## src/rtl/snp_pkg.sv

```systemverilog
// Shared types for the snoop writeback tracker.
package snp_pkg;

    // Phases of one snoop transaction.
    typedef enum logic [2:0] {
        S_IDLE,
        S_ISSUE,
        S_RESP,
        S_WB_WAIT,
        S_WB_BURST,
        S_WB_TAIL
    } snp_state_t;

    // Outcome reported with the done pulse.
    typedef enum logic [1:0] {
        DONE_MISS  = 2'd0,
        DONE_CLEAN = 2'd1,
        DONE_DIRTY = 2'd2
    } done_code_t;

endpackage

```

## src/rtl/snp_inquire_seq.sv

```systemverilog
// Sequencer for one snoop: issues the strobe, waits the response latency,
// samples hit/hitm, follows the writeback phases and reports completion.
// Assumes ready only arrives after the writeback address strobe and that
// hitm stays high until after the last ready.
module snp_inquire_seq
    import snp_pkg::*;
#(
    parameter int LINE_W    = 27,
    parameter int SNOOP_LAT = 2
) (
    input  logic              clk,
    input  logic              rst_n,
    input  logic              req_valid_i,
    input  logic [LINE_W-1:0] req_line_i,
    input  logic              req_inv_i,
    input  logic              hit_i,
    input  logic              hitm_i,
    input  logic              ads_i,
    input  logic              brdy_i,
    input  logic              last_beat_i,
    output logic              busy_o,
    output logic              eads_o,
    output logic              inv_o,
    output logic [LINE_W-1:0] inq_line_o,
    output logic              wb_start_o,
    output logic              beat_adv_o,
    output logic              wb_valid_o,
    output logic              done_o,
    output done_code_t        done_code_o
);
    localparam int LAT_W = $clog2(SNOOP_LAT + 1);

    snp_state_t        state_q, state_d;
    logic [LAT_W-1:0]  lat_q, lat_d;
    logic [LINE_W-1:0] line_q;
    logic              inv_q;
    logic              sample_now;

    // Response sample point: the configured number of clocks after the strobe.
    assign sample_now = (state_q == S_RESP) && (lat_q == LAT_W'(SNOOP_LAT));

    // State and latency counter registers.
    always_ff @(posedge clk) begin
        if (!rst_n) begin
            state_q <= S_IDLE;
            lat_q   <= '0;
        end else begin
            state_q <= state_d;
            lat_q   <= lat_d;
        end
    end

    // Capture the inquire line and invalidate flag when a request is taken.
    always_ff @(posedge clk) begin
        if (!rst_n) begin
            line_q <= '0;
            inv_q  <= 1'b0;
        end else if (state_q == S_IDLE && req_valid_i) begin
            line_q <= req_line_i;
            inv_q  <= req_inv_i;
        end
    end

    // Next-state logic across the snoop phases.
    always_comb begin
        state_d = state_q;
        lat_d   = lat_q;
        unique case (state_q)
            S_IDLE:     if (req_valid_i) state_d = S_ISSUE;
            S_ISSUE: begin
                state_d = S_RESP;
                lat_d   = LAT_W'(1);
            end
            S_RESP: begin
                if (sample_now) state_d = hitm_i ? S_WB_WAIT : S_IDLE;
                else            lat_d   = lat_q + LAT_W'(1);
            end
            S_WB_WAIT:  if (ads_i) state_d = S_WB_BURST;
            S_WB_BURST: if (brdy_i && last_beat_i) state_d = S_WB_TAIL;
            S_WB_TAIL:  if (!hitm_i) state_d = S_IDLE;
            default:    state_d = S_IDLE;
        endcase
    end

    // Outputs decoded from the current phase.
    always_comb begin
        busy_o      = (state_q != S_IDLE);
        eads_o      = (state_q == S_ISSUE);
        inv_o       = (state_q == S_ISSUE) && inv_q;
        inq_line_o  = line_q;
        wb_start_o  = (state_q == S_WB_WAIT) && ads_i;
        beat_adv_o  = (state_q == S_WB_BURST) && brdy_i;
        wb_valid_o  = (state_q == S_WB_BURST);
        done_o      = 1'b0;
        done_code_o = DONE_MISS;
        if (sample_now && !hitm_i) begin
            done_o      = 1'b1;
            done_code_o = hit_i ? DONE_CLEAN : DONE_MISS;
        end else if (state_q == S_WB_TAIL && !hitm_i) begin
            done_o      = 1'b1;
            done_code_o = DONE_DIRTY;
        end
    end

endmodule

```

## src/rtl/snp_wb_addr_gen.sv

```systemverilog
// Writeback beat address generator: picks the line and start beat at the
// writeback strobe (latched inquire line under hold, processor address
// otherwise) and steps the beat index on each ready.
// Assumes wb_start_i and beat_adv_i never coincide.
module snp_wb_addr_gen #(
    parameter int LINE_W       = 27,
    parameter int BEAT_W       = 2,
    parameter bit LINEAR_ORDER = 1'b0
) (
    input  logic                     clk,
    input  logic                     rst_n,
    input  logic [LINE_W-1:0]        inq_line_i,
    input  logic [LINE_W-1:0]        cpu_line_i,
    input  logic [BEAT_W-1:0]        cpu_beat_i,
    input  logic                     hold_i,
    input  logic                     wb_start_i,
    input  logic                     beat_adv_i,
    output logic [LINE_W+BEAT_W-1:0] wb_addr_o,
    output logic                     last_beat_o
);
    logic [LINE_W-1:0] base_q;
    logic [BEAT_W-1:0] start_q;
    logic [BEAT_W-1:0] cnt_q;
    logic [BEAT_W-1:0] beat;

    // Select the address source and reset the beat count at the strobe.
    always_ff @(posedge clk) begin
        if (!rst_n) begin
            base_q  <= '0;
            start_q <= '0;
            cnt_q   <= '0;
        end else if (wb_start_i) begin
            base_q  <= hold_i ? inq_line_i : cpu_line_i;
            start_q <= hold_i ? '0 : cpu_beat_i;
            cnt_q   <= '0;
        end else if (beat_adv_i) begin
            cnt_q   <= cnt_q + BEAT_W'(1);
        end
    end

    // Beat ordering variant chosen by parameter.
    generate
        if (LINEAR_ORDER) begin : g_linear
            // Wrap-around linear order.
            always_comb beat = start_q + cnt_q;
        end else begin : g_interleave
            // Interleaved order: start index XOR beat count.
            always_comb beat = start_q ^ cnt_q;
        end
    endgenerate

    assign wb_addr_o   = {base_q, beat};
    assign last_beat_o = &cnt_q;

endmodule

```

## src/rtl/snp_wb_tracker.sv

```systemverilog
// Top of the snoop writeback tracker: sequencer plus beat address generator.
// Assumes 32-byte lines of four 8-byte beats by default.
module snp_wb_tracker
    import snp_pkg::*;
#(
    parameter int ADDR_W     = 32,
    parameter int LINE_BYTES = 32,
    parameter int BEAT_BYTES = 8,
    parameter int SNOOP_LAT  = 2
) (
    input  logic                          clk,
    input  logic                          rst_n,
    input  logic                          req_valid_i,
    input  logic [ADDR_W-$clog2(LINE_BYTES)-1:0] req_line_i,
    input  logic                          req_inv_i,
    input  logic                          hold_i,
    input  logic                          hit_i,
    input  logic                          hitm_i,
    input  logic                          ads_i,
    input  logic [ADDR_W-$clog2(BEAT_BYTES)-1:0] cpu_addr_i,
    input  logic                          brdy_i,
    output logic                          busy_o,
    output logic                          eads_o,
    output logic                          inv_o,
    output logic [ADDR_W-$clog2(LINE_BYTES)-1:0] snp_line_o,
    output logic                          wb_valid_o,
    output logic [ADDR_W-$clog2(BEAT_BYTES)-1:0] wb_addr_o,
    output logic                          done_o,
    output logic [1:0]                    done_code_o
);
    localparam int OFF_W      = $clog2(LINE_BYTES);
    localparam int BEAT_OFF_W = $clog2(BEAT_BYTES);
    localparam int LINE_W     = ADDR_W - OFF_W;
    localparam int BEAT_W     = OFF_W - BEAT_OFF_W;

    logic       wb_start;
    logic       beat_adv;
    logic       last_beat;
    done_code_t code;

    snp_inquire_seq #(
        .LINE_W    (LINE_W),
        .SNOOP_LAT (SNOOP_LAT)
    ) u_seq (
        .clk         (clk),
        .rst_n       (rst_n),
        .req_valid_i (req_valid_i),
        .req_line_i  (req_line_i),
        .req_inv_i   (req_inv_i),
        .hit_i       (hit_i),
        .hitm_i      (hitm_i),
        .ads_i       (ads_i),
        .brdy_i      (brdy_i),
        .last_beat_i (last_beat),
        .busy_o      (busy_o),
        .eads_o      (eads_o),
        .inv_o       (inv_o),
        .inq_line_o  (snp_line_o),
        .wb_start_o  (wb_start),
        .beat_adv_o  (beat_adv),
        .wb_valid_o  (wb_valid_o),
        .done_o      (done_o),
        .done_code_o (code)
    );

    snp_wb_addr_gen #(
        .LINE_W       (LINE_W),
        .BEAT_W       (BEAT_W),
        .LINEAR_ORDER (1'b0)
    ) u_addr (
        .clk         (clk),
        .rst_n       (rst_n),
        .inq_line_i  (snp_line_o),
        .cpu_line_i  (cpu_addr_i[ADDR_W-BEAT_OFF_W-1:BEAT_W]),
        .cpu_beat_i  (cpu_addr_i[BEAT_W-1:0]),
        .hold_i      (hold_i),
        .wb_start_i  (wb_start),
        .beat_adv_i  (beat_adv),
        .wb_addr_o   (wb_addr_o),
        .last_beat_o (last_beat)
    );

    assign done_code_o = code;

endmodule

```

## config.mk

```make
export PLATFORM = sky130hd
export DESIGN_NAME = snp_wb_tracker
export DESIGN_NICKNAME = d
export VERILOG_FILES = /design/src/rtl/snp_pkg.sv /design/src/rtl/snp_inquire_seq.sv /design/src/rtl/snp_wb_addr_gen.sv /design/src/rtl/snp_wb_tracker.sv
export SDC_FILE = /design/constraint.sdc
export NUM_CORES = 1
export LEC_CHECK = 0
export ABC_AREA = 1
export ABC_CLOCK_PERIOD_IN_PS = 1720
export BUFFER_PORTS_ARGS = -buffer_cell sky130_fd_sc_hd__buf_2
export CORE_UTILIZATION = 42
export DETAILED_ROUTE_END_ITERATION = 8
export GPL_TIMING_DRIVEN = 0
export PLACE_DENSITY = 0.73
export SYNTH_ARGS = -nofsm -noshare
export SYNTH_HDL_FRONTEND = slang
export SYNTH_SLANG_ARGS = --single-unit
```

## constraint.sdc

```tcl
create_clock -name clk -period 1.72 [get_ports clk]
set_input_delay 0 -clock clk [delete_from_list [all_inputs] [get_ports clk]]
set_output_delay 0 -clock clk [all_outputs]
set_load 0.02 [all_outputs]
```

==> run_results.csv, run 1 <==
group,metric,value,unit
sta,final_max_slew_viol_count,0,
outcome,status,"finished, final reports clean",
grt,grt_start_max_net_pins,11,
route,viasPerCell,5.00,
route,antenna_left,0,
min_path,hp-start,"ads_i",
final_layout,nets,626,
final_layout,drive_gt1_share,30.1,%
setup_path,critPathMostFrequentCell,"nand2_2",
route,top_layer,"met4",
synthesis,syn_inst,364,
setup_path,rrSetupSlack,0.17,ns
setup_path,ff2ff_path_depth,7,
route,vias,3206,
synthesis,ys_seq_area_share,46.0,%
sta,period_needed,1.55,ns
sta,finClkSkew,0.00618,ns
route,wl,8.90,mm
synthesis,synth.distinct_cells,27,
synthesis,avgSynthCellArea,7.66,um2
cts,path_clk_slew,0.07,ns
die,start_util,43.7,%
power_and_ir_drop,ir_drop,0.734,mV
grt,grt_pass1_vias,3034,
route,drtIter0Drc,146,
power_and_ir_drop,leakagePower,2.06,nW
cts,cts.sinks,64,
power_and_ir_drop,power_density,1200,nW/um2
final_layout,n_fill_cell,547,
setup_path,path_cells,"nand2_2 -> nor2_4 -> nand2_2 -> clkinv_2 -> buf_6 -> buf_2 -> a31oi_1",
grt,overflow,0,
sta,relSlewSlack,66.7,%
route,drc,0,
place,pre_cts_ws,0.104,ns
cts,clk_latency,0.34,ns
sta,fin_crit_sh,89.9,%
sta,max_slew.worst_pin.slew,0.499,ns
place,portBuffers,126,
cts,clk_path_buf_depth,2,
cts,post_cts_buffers,0,
synthesis,yosysWarnings,0,
grt,grt_pass1_wl,14.4,mm
run,maxCapViolCount,0,
route,met2_length,4.46,mm
setup_path,critPathCaptureType,"register",
setup_path,cp.arrival,1.75,ns
cts,htreeDepth,3,
route,wl_met1,3.61,mm
synthesis,synth_fp_nets,431,
route,firstDrtPassIters,4,
min_path,hp-class,"in2reg",
die,io_pins,128,
die,die_h,83.5,um
sta,rsz0062_at_grt,"no",
die,dieArea,6970,um2
sta,fin_setup_tns,0,ns
setup_path,path_max_fanout,10,
place,hpwlAfterDp,5.79,mm
cts,root_buffer,"clkbuf_8",
cts,cts_buffers,9,
final_layout,area_growth,53.6,%
min_path,min_path_cells,4,
die,core,6390,um2
sta,fmax,647,MHz
route,wl_per_cell,13.9,um
cts,cts_tree,"yes",
setup_path,path_class,"reg2reg",
synthesis,synth.cell_area,2790,um2
synthesis,ys_ff_latch,64,
grt,grt.total_usage,26.2,%
setup_path,r2r_start,"u_seq.state_q[0]",
sta,setup_viol,0,
sta,fin_ws,0.173,ns
place,gp_congestion,0.876,
sta,hold_viol,0,
setup_path,required,1.92,ns
setup_path,r2r-end,"u_addr.base_q[18]",
grt,antenna_found_initial,0,
setup_path,start_kind,"register",
min_path,min_to,"u_addr.start_q[0]",
route,route.met3.wl,548,um
setup_path,max_stage_delay,0.50,ns
die,fp-row-count,29,
setup_path,slowest_stage,"dfxtp_1",
final_layout,diodes,0,
die,die_x,83.5,um
==> cells in the final DEF (no fill, tap or decap), types with 2 or more instances in the layout <==
| cell | synthesis | layout |
|---|---|---|
| nand2_2 | 2 | 2 |
| xor2_1 | 2 | 2 |
| nor2_1 | 10 | 10 |
| a21oi_1 | 35 | 35 |
| a31oi_1 | 17 | 17 |
| dfxtp_1 | 64 | 64 |
| nand2_1 | 75 | 75 |
| clkbuf_2 | 1 | 2 |
| clkbuf_1 | 11 | 13 |
| clkinv_2 | 1 | 4 |
| inv_1 | 44 | 44 |
| dlygate4sd3_1 | 0 | 58 |
| o21ai_0 | 48 | 48 |
| a31oi_2 | 11 | 11 |
| o21ai_1 | 11 | 11 |
| o21bai_1 | 2 | 2 |
| clkbuf_8 | 0 | 9 |
| ha_1 | 2 | 2 |
| buf_2 | 6 | 132 |
| nand3b_1 | 2 | 2 |
| buf_4 | 3 | 3 |
| nand3_1 | 9 | 9 |
| buf_8 | 2 | 2 |
==> critical path: cells and delay by family, from the launching register on <==
kind | cells | cell delay [ns]
simple gates | 3 | 0.31
flops | 1 | 0.50
buf+inv | 3 | 0.47
compound gates | 1 | 0.14
==> stage by stage <==
step                      cells  utilization [%]  instance area, um2  power (W)  hold WS, ns
after global placement      567             55.0                3510    0.00374        0.269
after CTS                   641             66.9                4280    0.00510      0.00445
after detailed placement    567             55.0                3510    0.00379        0.275
after global routing        641             67.0                4280    0.00544      0.00459
after floorplan             364                -                2790    0.00318       0.0798
final                       641             67.0                4280    0.00512      0.00804
==> power by group <==
group | total (W) | switching [W] | internal, W
clock network | 0.00122 | 0.000556 | 0.000664
registers | 0.00204 | 0.000238 | 0.00180
logic | 0.00186 | 0.00118 | 0.000677
total | 0.00512 | 0.00198 | 0.00314
==> kinds of logic after synthesis <==
family                     Yosys count  synth area share, %
AOI/OAI and AO/OA                  124                 26.2
and+or+nand+nor                    102                 15.1
buffers and inverters               70                 11.3
DFF                                 64                 46.0
xor gates and xnor gates             2                0.628
adders and majority gates            2                0.898
==> flip-flops by register name, summed over array words and instances (netlist names) <==
register,count
u_addr.base_q,27
u_seq.inq_line_o,27
u_seq.state_q,3
u_addr.cnt_q,2
u_addr.start_q,2
u_seq.lat_q,2
u_seq.inv_q,1
==> Yosys cell counts <==
cell type / count / area, um2
clkbuf_2: 1 / 5.00
nand2_2: 2 / 12.5
inv_1: 44 / 165
nand4_1: 1 / 6.26
nor2_2: 1 / 6.26
clkbuf_1: 11 / 41.3
nor2_4: 1 / 11.3
nand3_1: 9 / 45.0
buf_8: 2 / 30.0
buf_6: 1 / 11.3
dfxtp_1: 64 / 1280
o21ai_0: 48 / 240
buf_4: 3 / 22.5
nor2_1: 10 / 37.5
clkinv_2: 1 / 5.00
ha_1: 2 / 25.0
nand2_1: 75 / 282
a31oi_2: 11 / 138
xor2_1: 2 / 17.5
nand3b_1: 2 / 15.0
buf_1: 1 / 3.75
o21ai_1: 11 / 55.1
o21bai_1: 2 / 15.0
a31oi_1: 17 / 106
buf_2: 6 / 30.0
nor3_1: 1 / 5.00
a21oi_1: 35 / 175
==> routing by layer <==
metal | track usage (%) | vias to the layer above
li1 | - | 1595
met5 | 0 | -
met4 | 11.4 | 0
met3 | 6.13 | 22
met2 | 45.7 | 132
met1 | 30.8 | 1457
==> worst max path at each step <==
| stage | start | end | slack (ns) | cells after the start |
|---|---|---|---|---|
| finish | u_seq.state_q[0] | u_addr.base_q[18] | 0.17 | 7 |
| global route | u_seq.state_q[2] | u_seq.inq_line_o[3] | 0.02 | 7 |
| CTS | u_seq.state_q[2] | u_seq.inq_line_o[9] | 0.09 | 6 |
| detailed placement | u_seq.state_q[2] | u_seq.inq_line_o[9] | 0.10 | 6 |
| global placement | u_seq.state_q[2] | u_seq.inq_line_o[6] | 0.13 | 6 |
| floorplan | u_seq.state_q[0] | u_addr.cnt_q[0] | 0.32 | 6 |
==> final cells by class <==
class	instances	area [um2]	share of cell area (%)
inverter	45	170	3.97
multi-input combinational	230	1200	28.0
buffer	25	145	3.39
tap	77	96.3	2.25
clock buffer	12	135	3.16
clock inverter	4	45.0	1.05
sequential	64	1280	29.9
timing repair buffer	184	1210	28.3
==> repair_timing <==
item | CTS | global route
endpoints found under the hold margin | 59 | 0
hold buffers | 58 | 0
setup endpoints to repair | 0 | 9
gates resized for setup | 0 | 3
Power figures use the tool's default switching activity.
==> run 2: changes to the inputs <==
--- a/config.mk
+++ b/config.mk
@@ -5,13 +5,12 @@
 export SDC_FILE = /design/constraint.sdc
 export NUM_CORES = 1
 export LEC_CHECK = 0
-export ABC_AREA = 1
 export ABC_CLOCK_PERIOD_IN_PS = 1720
 export BUFFER_PORTS_ARGS = -buffer_cell sky130_fd_sc_hd__buf_2
 export CORE_UTILIZATION = 42
 export DETAILED_ROUTE_END_ITERATION = 8
 export GPL_TIMING_DRIVEN = 0
-export PLACE_DENSITY = 0.73
+export PLACE_DENSITY = 0.72
 export SYNTH_ARGS = -nofsm -noshare
 export SYNTH_HDL_FRONTEND = slang
 export SYNTH_SLANG_ARGS = --single-unit
==> run 2 against run 1 <==
  * The flow now finishes with violations (DRC)
  * Setup slack worse by 0.055 ns
  * Clock skew grew 0.0025 ns
  * Clock power shrank 8%
  * Global-route usage shrank 3.1 points
  * Synthesized cell count is 13% lower
  * Die area grew 2.9%
  * Final cell count is 12% lower
  * Critical path depth fell by 2
  * Routed wire length is 9.2% lower
  * Sequential cell count is the same
  * Non-clock buffer count down 30
  * Sequential share of layout area increased by 1.6 points
  * Critical path type is now reg2out
==> run_results.csv, run 2 <==
group,metric,value,unit
cts,htreeDepth,3,
die,die_x,84.7,um
sta,rsz0062_at_grt,"no",
sta,fmax,624,MHz
synthesis,syn_inst,317,
place,hpwlAfterDp,5.54,mm
synthesis,synth_top_area_share,44.6,%
run,maxCapViolCount,0,
route,vias,2801,
sta,fin_crit_sh,93.1,%
place,gp_congestion,0.775,
grt,grt_pass1_wl,12.9,mm
synthesis,synth_commonest_cells,"nand2_1, dfxtp_1, mux2i_1, o211a_1, a21boi_0",
setup_path,cp-startpoint,"u_seq.state_q[1]",
setup_path,path_class,"reg2out",
final_layout,instances_no_fill,565,
route,drc,5,
place,portBuffers,125,
sta,hold_viol,0,
sta,setup_viol,0,
setup_path,start_kind,"register",
outcome,status,"complete, but fails checks",
setup_path,path_cells,"buf_4 -> nand2b_4 -> or2_2 -> a21oi_1 -> buf_4",
synthesis,synth_top_area_cell,"dfxtp_1",
synthesis,ys_ff_latch,64,
final_layout,diodes,0,
setup_path,critPathMostFrequentCell,"buf_4",
synthesis,avgSynthCellArea,9.06,um2
die,io_pins,128,
grt,use_met2,38.1,%
setup_path,max_stage_delay,0.34,ns
setup_path,ff2ff_path_depth,6,
cts,cts_tree,"yes",
final_layout,area_growth,41.7,%
setup_path,rrSetupSlack,0.14,ns
setup_path,r2r_start,"u_seq.state_q[2]",
route,firstDrtPassIters,6,
final_layout,nets,550,
route,drtIter0Drc,69,
sta,fin_worst_hold_slack,0.0180,ns
grt,antenna_found_initial,0,
outcome,violations,"DRC",
cts,post_cts_buffers,0,
synthesis,synth.area.top_cells,"dfxtp_1, nand2_1, mux2i_1",
synthesis,synth.cell_area,2870,um2
setup_path,cp_top_family,"simple AND/OR/NAND/NOR gates",
sta,fin_ws,0.118,ns
grt,grt_pass1_vias,2826,
synthesis,ys_seq_area_share,44.6,%
synthesis,synth.most_common_cell,"nand2_1",
grt,grt.busiest_layer,"met2",
final_layout,final_cell_mix,"buf_2, nand2_1, dfxtp_1, dlygate4sd3_1, mux2i_1",
cts,path_clk_slew,0.07,ns
die,fp-row-count,29,
final_layout,multi_input_area,1430,um2
cts,clk_path_buf_depth,2,
setup_path,endpoint,"done_o",
place,placed_cells,519,
final_layout,n_fill_cell,572,
cts,clk_latency,0.33,ns
sta,max_slew.worst_pin.slew,0.504,ns
route,viasPerCell,4.96,
place,pre_cts_ws,0.167,ns
final_layout,register_area,1280,um2
synthesis,yosysWarnings,0,
grt,grt_start_max_net_pins,11,
sta,period_needed,1.60,ns
synthesis,synth.distinct_cells,38,
setup_path,r2r-end,"u_addr.base_q[0]",
sta,relSlewSlack,66.4,%
final_layout,drive_gt1_share,32.8,%
grt,grt_use_met1,29.0,%
setup_path,slowest_stage,"dfxtp_1",
grt,grt.total_usage,23.1,%
synthesis,ys_dominant_reg_cell,"dfxtp_1",
power_and_ir_drop,leakagePower,2.27,nW
setup_path,path_max_fanout,10,
grt,grt_util_met3,4.82,%
route,wl,8.08,mm
grt,overflow,0,
final_layout,fin_util,63.0,%
sta,final_max_slew_viol_count,0,
power_and_ir_drop,power_density,881,nW/um2
power_and_ir_drop,ir_drop,0.598,mV
route,antenna_left,0,
setup_path,required,1.72,ns
synthesis,synth_fp_nets,384,
setup_path,critPathCaptureType,"output port",
final_layout,final_common_cell,"buf_2",
setup_path,crit_buf_inv,2,
cts,cts.sinks,64,
die,dieArea,7170,um2
cts,root_buffer,"clkbuf_8",
sta,fin_setup_tns,0,ns
route,wl_per_cell,14.3,um
min_path,hp-class,"in2reg",
cts,cts_buffers,9,
setup_path,cp.arrival,1.60,ns
sta,finClkSkew,0.00872,ns
setup_path,cp_num_cells,5,
synthesis,synthArstFlopShare,0,%
die,start_util,44.5,%
synthesis,synth-edff-count,0,
die,core,6460,um2
die,die_h,84.7,um
-- run 2: changes by cell type after synthesis, sizes merged, moves of 3 or more --
cell / before / now
o21ai: 59 / 6
nand3: 9 / 2
a21oi: 35 / 5
inv: 44 / 6
mux2i: 0 / 29
a21boi: 0 / 30
clkbuf: 12 / 9
nand2: 77 / 93
nor2: 12 / 5
o211a: 0 / 27
a31oi: 28 / 0
-- run 2: power breakdown --
part	internal (W)	leakage (nW)	switching [W]
logic	0.000346	1.66	0.000463
clock network	0.000560	0.0834	0.000557
registers	0.00158	0.521	0.0000729
total	0.00249	2.27	0.00109
-- run 2: how the worst min path moves through the flow --
stage | start | to | cells past startpoint
6_report | cpu_addr_i[15] | u_addr.base_q[13] | 4
3_5_place_dp | req_line_i[6] | u_seq.inq_line_o[6] | 3
5_1_grt | cpu_addr_i[28] | u_addr.base_q[26] | 4
4_1_cts | cpu_addr_i[28] | u_addr.base_q[26] | 4
3_3_place_gp | req_line_i[4] | u_seq.inq_line_o[4] | 3
2_1_floorplan | hitm_i | done_o | 1
-- run 2: through the flow --
stage / power (W) / cell area, um2
after global placement: 0.00243 / 3590
after global routing: 0.00377 / 4070
after floorplan: 0.00217 / 2870
final: 0.00358 / 4070
after detailed placement: 0.00244 / 3590
after CTS: 0.00360 / 4060
-- run 2: area by class of cell --
type,count,share of cell area [%]
Clock buffer,13,3.66
Sequential cell,64,31.5
Inverter,6,0.554
Tap cell,77,2.37
Timing Repair Buffer,155,22.8
Multi-Input combinational cell,223,35.3
Buffer,24,3.41
Clock inverter,3,0.431
-- run 2: worst min-delay path, stage by stage --
cell and delay (ns):
buf_2 0.07, mux2i_1 0.05, nand2_1 0.06, o211a_1 0.13
-- run 2: layer usage --
metal  up-vias  wire length [um]
met2       100              3830
met4         0               153
li1       1414                 -
met3        13               522
met5         -                 0
met1      1274              3570
-- run 2: kinds of logic (layout without fill, tap and decap cells) --
logic type / after synthesis / in the layout / synth area share (%)
adder cells (fa/ha/maj): 2 / 2 / 0.871
multiplexers: 29 / 29 / 10.1
flip-flops: 64 / 64 / 44.6
XOR/XNOR: 3 / 3 / 0.915
AND/OR/NAND/NOR: 117 / 117 / 17.8
buffers and inverters: 30 / 201 / 5.45
AO/OA/AOI/OAI: 72 / 72 / 20.3
-- run 2: timing repair --
action,4_1_cts,5_1_grt
gates resized for setup,0,4
hold buffers,30,0
endpoints found under the hold margin,30,0
setup endpoints to repair,0,1
==> run 3: changes to the inputs <==
--- a/config.mk
+++ b/config.mk
@@ -5,11 +5,11 @@
 export SDC_FILE = /design/constraint.sdc
 export NUM_CORES = 1
 export LEC_CHECK = 0
-export ABC_CLOCK_PERIOD_IN_PS = 1720
 export BUFFER_PORTS_ARGS = -buffer_cell sky130_fd_sc_hd__buf_2
 export CORE_UTILIZATION = 42
 export DETAILED_ROUTE_END_ITERATION = 8
 export GPL_TIMING_DRIVEN = 0
+export MAX_ROUTING_LAYER = met4
 export PLACE_DENSITY = 0.72
 export SYNTH_ARGS = -nofsm -noshare
 export SYNTH_HDL_FRONTEND = slang
==> run 3 against run 2 <==
  * The flow still finishes with violations (DRC)
  * Non-clock buffer count unchanged
  * Total power about the same
  * Sequential power about the same
  * Clock-buffer cell count unchanged
  * Die area unchanged
  * Largest power group unchanged
  * Highest routed layer unchanged
==> run_results.csv, run 3 (synthesized netlist as in run 2, its figures left out) <==
group,metric,value,unit
setup_path,start_kind,"register",
run,maxCapViolCount,0,
cts,cts.sinks,64,
route,wl,8.09,mm
cts,cts_buffers,9,
cts,cts_tree,"yes",
setup_path,cp-startpoint,"u_seq.state_q[1]",
setup_path,critPathCaptureType,"output port",
final_layout,drive_gt1_share,32.8,%
power_and_ir_drop,total_power,0.00358,W
route,vias,2802,
die,dieArea,7170,um2
place,hpwlAfterDp,5.54,mm
sta,relSlewSlack,65.7,%
power_and_ir_drop,power_density,881,nW/um2
grt,grt.total_usage,23.8,%
sta,finClkSkew,0.00787,ns
cts,clk_latency,0.33,ns
cts,htreeDepth,3,
grt,grt_pass1_wl,12.9,mm
final_layout,area_growth,41.7,%
die,die_x,84.7,um
setup_path,r2r-end,"u_addr.base_q[0]",
cts,path_clk_slew,0.07,ns
setup_path,endpoint,"done_o",
sta,setup_viol,0,
place,pre_cts_ws,0.167,ns
outcome,status,"complete, but fails checks",
setup_path,max_stage_delay,0.34,ns
sta,rsz0062_at_grt,"no",
place,gp_congestion,0.786,
sta,max_slew.worst_pin.slew,0.514,ns
sta,fin_worst_hold_slack,0.0183,ns
setup_path,path_class,"reg2out",
setup_path,required,1.72,ns
grt,grt_pass1_vias,2834,
sta,fin_ws,0.119,ns
cts,root_buffer,"clkbuf_8",
setup_path,path_max_fanout,10,
grt,overflow,0,
cts,clk_path_buf_depth,2,
setup_path,cp_num_cells,5,
sta,hold_viol,0,
setup_path,r2r_start,"u_seq.state_q[2]",
sta,fin_setup_tns,0,ns
final_layout,nets,550,
route,drc,5,
final_layout,diodes,0,
outcome,violations,"DRC",
cts,post_cts_buffers,0,
route,wl_per_cell,14.3,um
setup_path,crit_buf_inv,2,
route,antenna_left,0,
sta,final_max_slew_viol_count,0,
setup_path,path_cells,"buf_4 -> nand2b_4 -> or2_2 -> a21oi_1 -> buf_4",
setup_path,ff2ff_path_depth,6,
setup_path,rrSetupSlack,0.14,ns
setup_path,cp.arrival,1.60,ns
sta,fmax,625,MHz
sta,fin_crit_sh,93.1,%
route,firstDrtPassIters,6,
route,drtIter0Drc,70,
place,portBuffers,125,
power_and_ir_drop,leakagePower,2.27,nW
die,die_h,84.7,um
setup_path,slowest_stage,"dfxtp_1",
grt,grt_start_max_net_pins,11,
final_layout,final_common_cell,"buf_2",
min_path,hp-class,"in2reg",
setup_path,critPathMostFrequentCell,"buf_4",
die,fp-row-count,29,
route,viasPerCell,4.96,
final_layout,final_cell_mix,"buf_2, nand2_1, dfxtp_1, dlygate4sd3_1, mux2i_1",
die,start_util,44.5,%
grt,antenna_found_initial,0,
power_and_ir_drop,ir_drop,0.599,mV
sta,period_needed,1.60,ns
die,core,6460,um2
die,io_pins,128,
setup_path,cp_top_family,"simple AND/OR/NAND/NOR gates",
[run 3: worst min path at each step]
stage | startpoint | cells after the start | end
after floorplan | hitm_i | 1 | done_o
after global placement | req_line_i[4] | 3 | u_seq.inq_line_o[4]
after detailed placement | req_line_i[6] | 3 | u_seq.inq_line_o[6]
after CTS | cpu_addr_i[28] | 4 | u_addr.base_q[26]
after global routing | cpu_addr_i[28] | 4 | u_addr.base_q[26]
final | cpu_addr_i[15] | 4 | u_addr.base_q[13]
[run 3: layout make-up]
| type | instances | area (um2) |
|---|---|---|
| Sequential cell | 64 | 1280 |
| Buffer | 24 | 139 |
| Clock buffer | 13 | 149 |
| Clock inverter | 3 | 17.5 |
| Fill cell | 572 | 2390 |
| Tap cell | 77 | 96.3 |
| Timing Repair Buffer | 155 | 928 |
| Multi-Input combinational cell | 223 | 1430 |
| Inverter | 6 | 22.5 |
[run 3: report_power, final]
| group | switching [W] | internal, W | total [W] | leakage [nW] |
|---|---|---|---|---|
| Combinational | 0.000464 | 0.000346 | 0.000810 | 1.66 |
| Sequential | 0.0000732 | 0.00158 | 0.00166 | 0.521 |
| Clock | 0.000557 | 0.000560 | 0.00112 | 0.0834 |
| Total | 0.00109 | 0.00249 | 0.00358 | 2.27 |
[run 3: metal layers]
metal	part of all wire (%)	routed length [um]	track usage [%]	vias to the layer above
met1	46	3720	29.8	1279
met2	48	3850	38.1	96
met4	1.9	153	10.5	0
li1	-	-	-	1414
met3	4.6	372	3.64	13
met5	0	0	-	-
[run 3: worst min-delay path, cell delays in order]
cell and delay (ns):
buf_2 0.07, mux2i_1 0.05, nand2_1 0.06, o211a_1 0.13
[run 3: timing repair]
item                                    4_1_cts  5_1_grt
endpoints found under the hold margin        30        0
endpoints found under the setup margin        0        1
resized for setup                             0        4
hold buffers                                 30        0
[run 3: per-stage QoR]
step	utilization [%]	cells	cell area, um2
detailed placement	55.6	519	3590
global route	63.0	565	4070
CTS	62.9	565	4060
floorplan	-	317	2870
global placement	55.6	519	3590
finish	63.0	565	4070
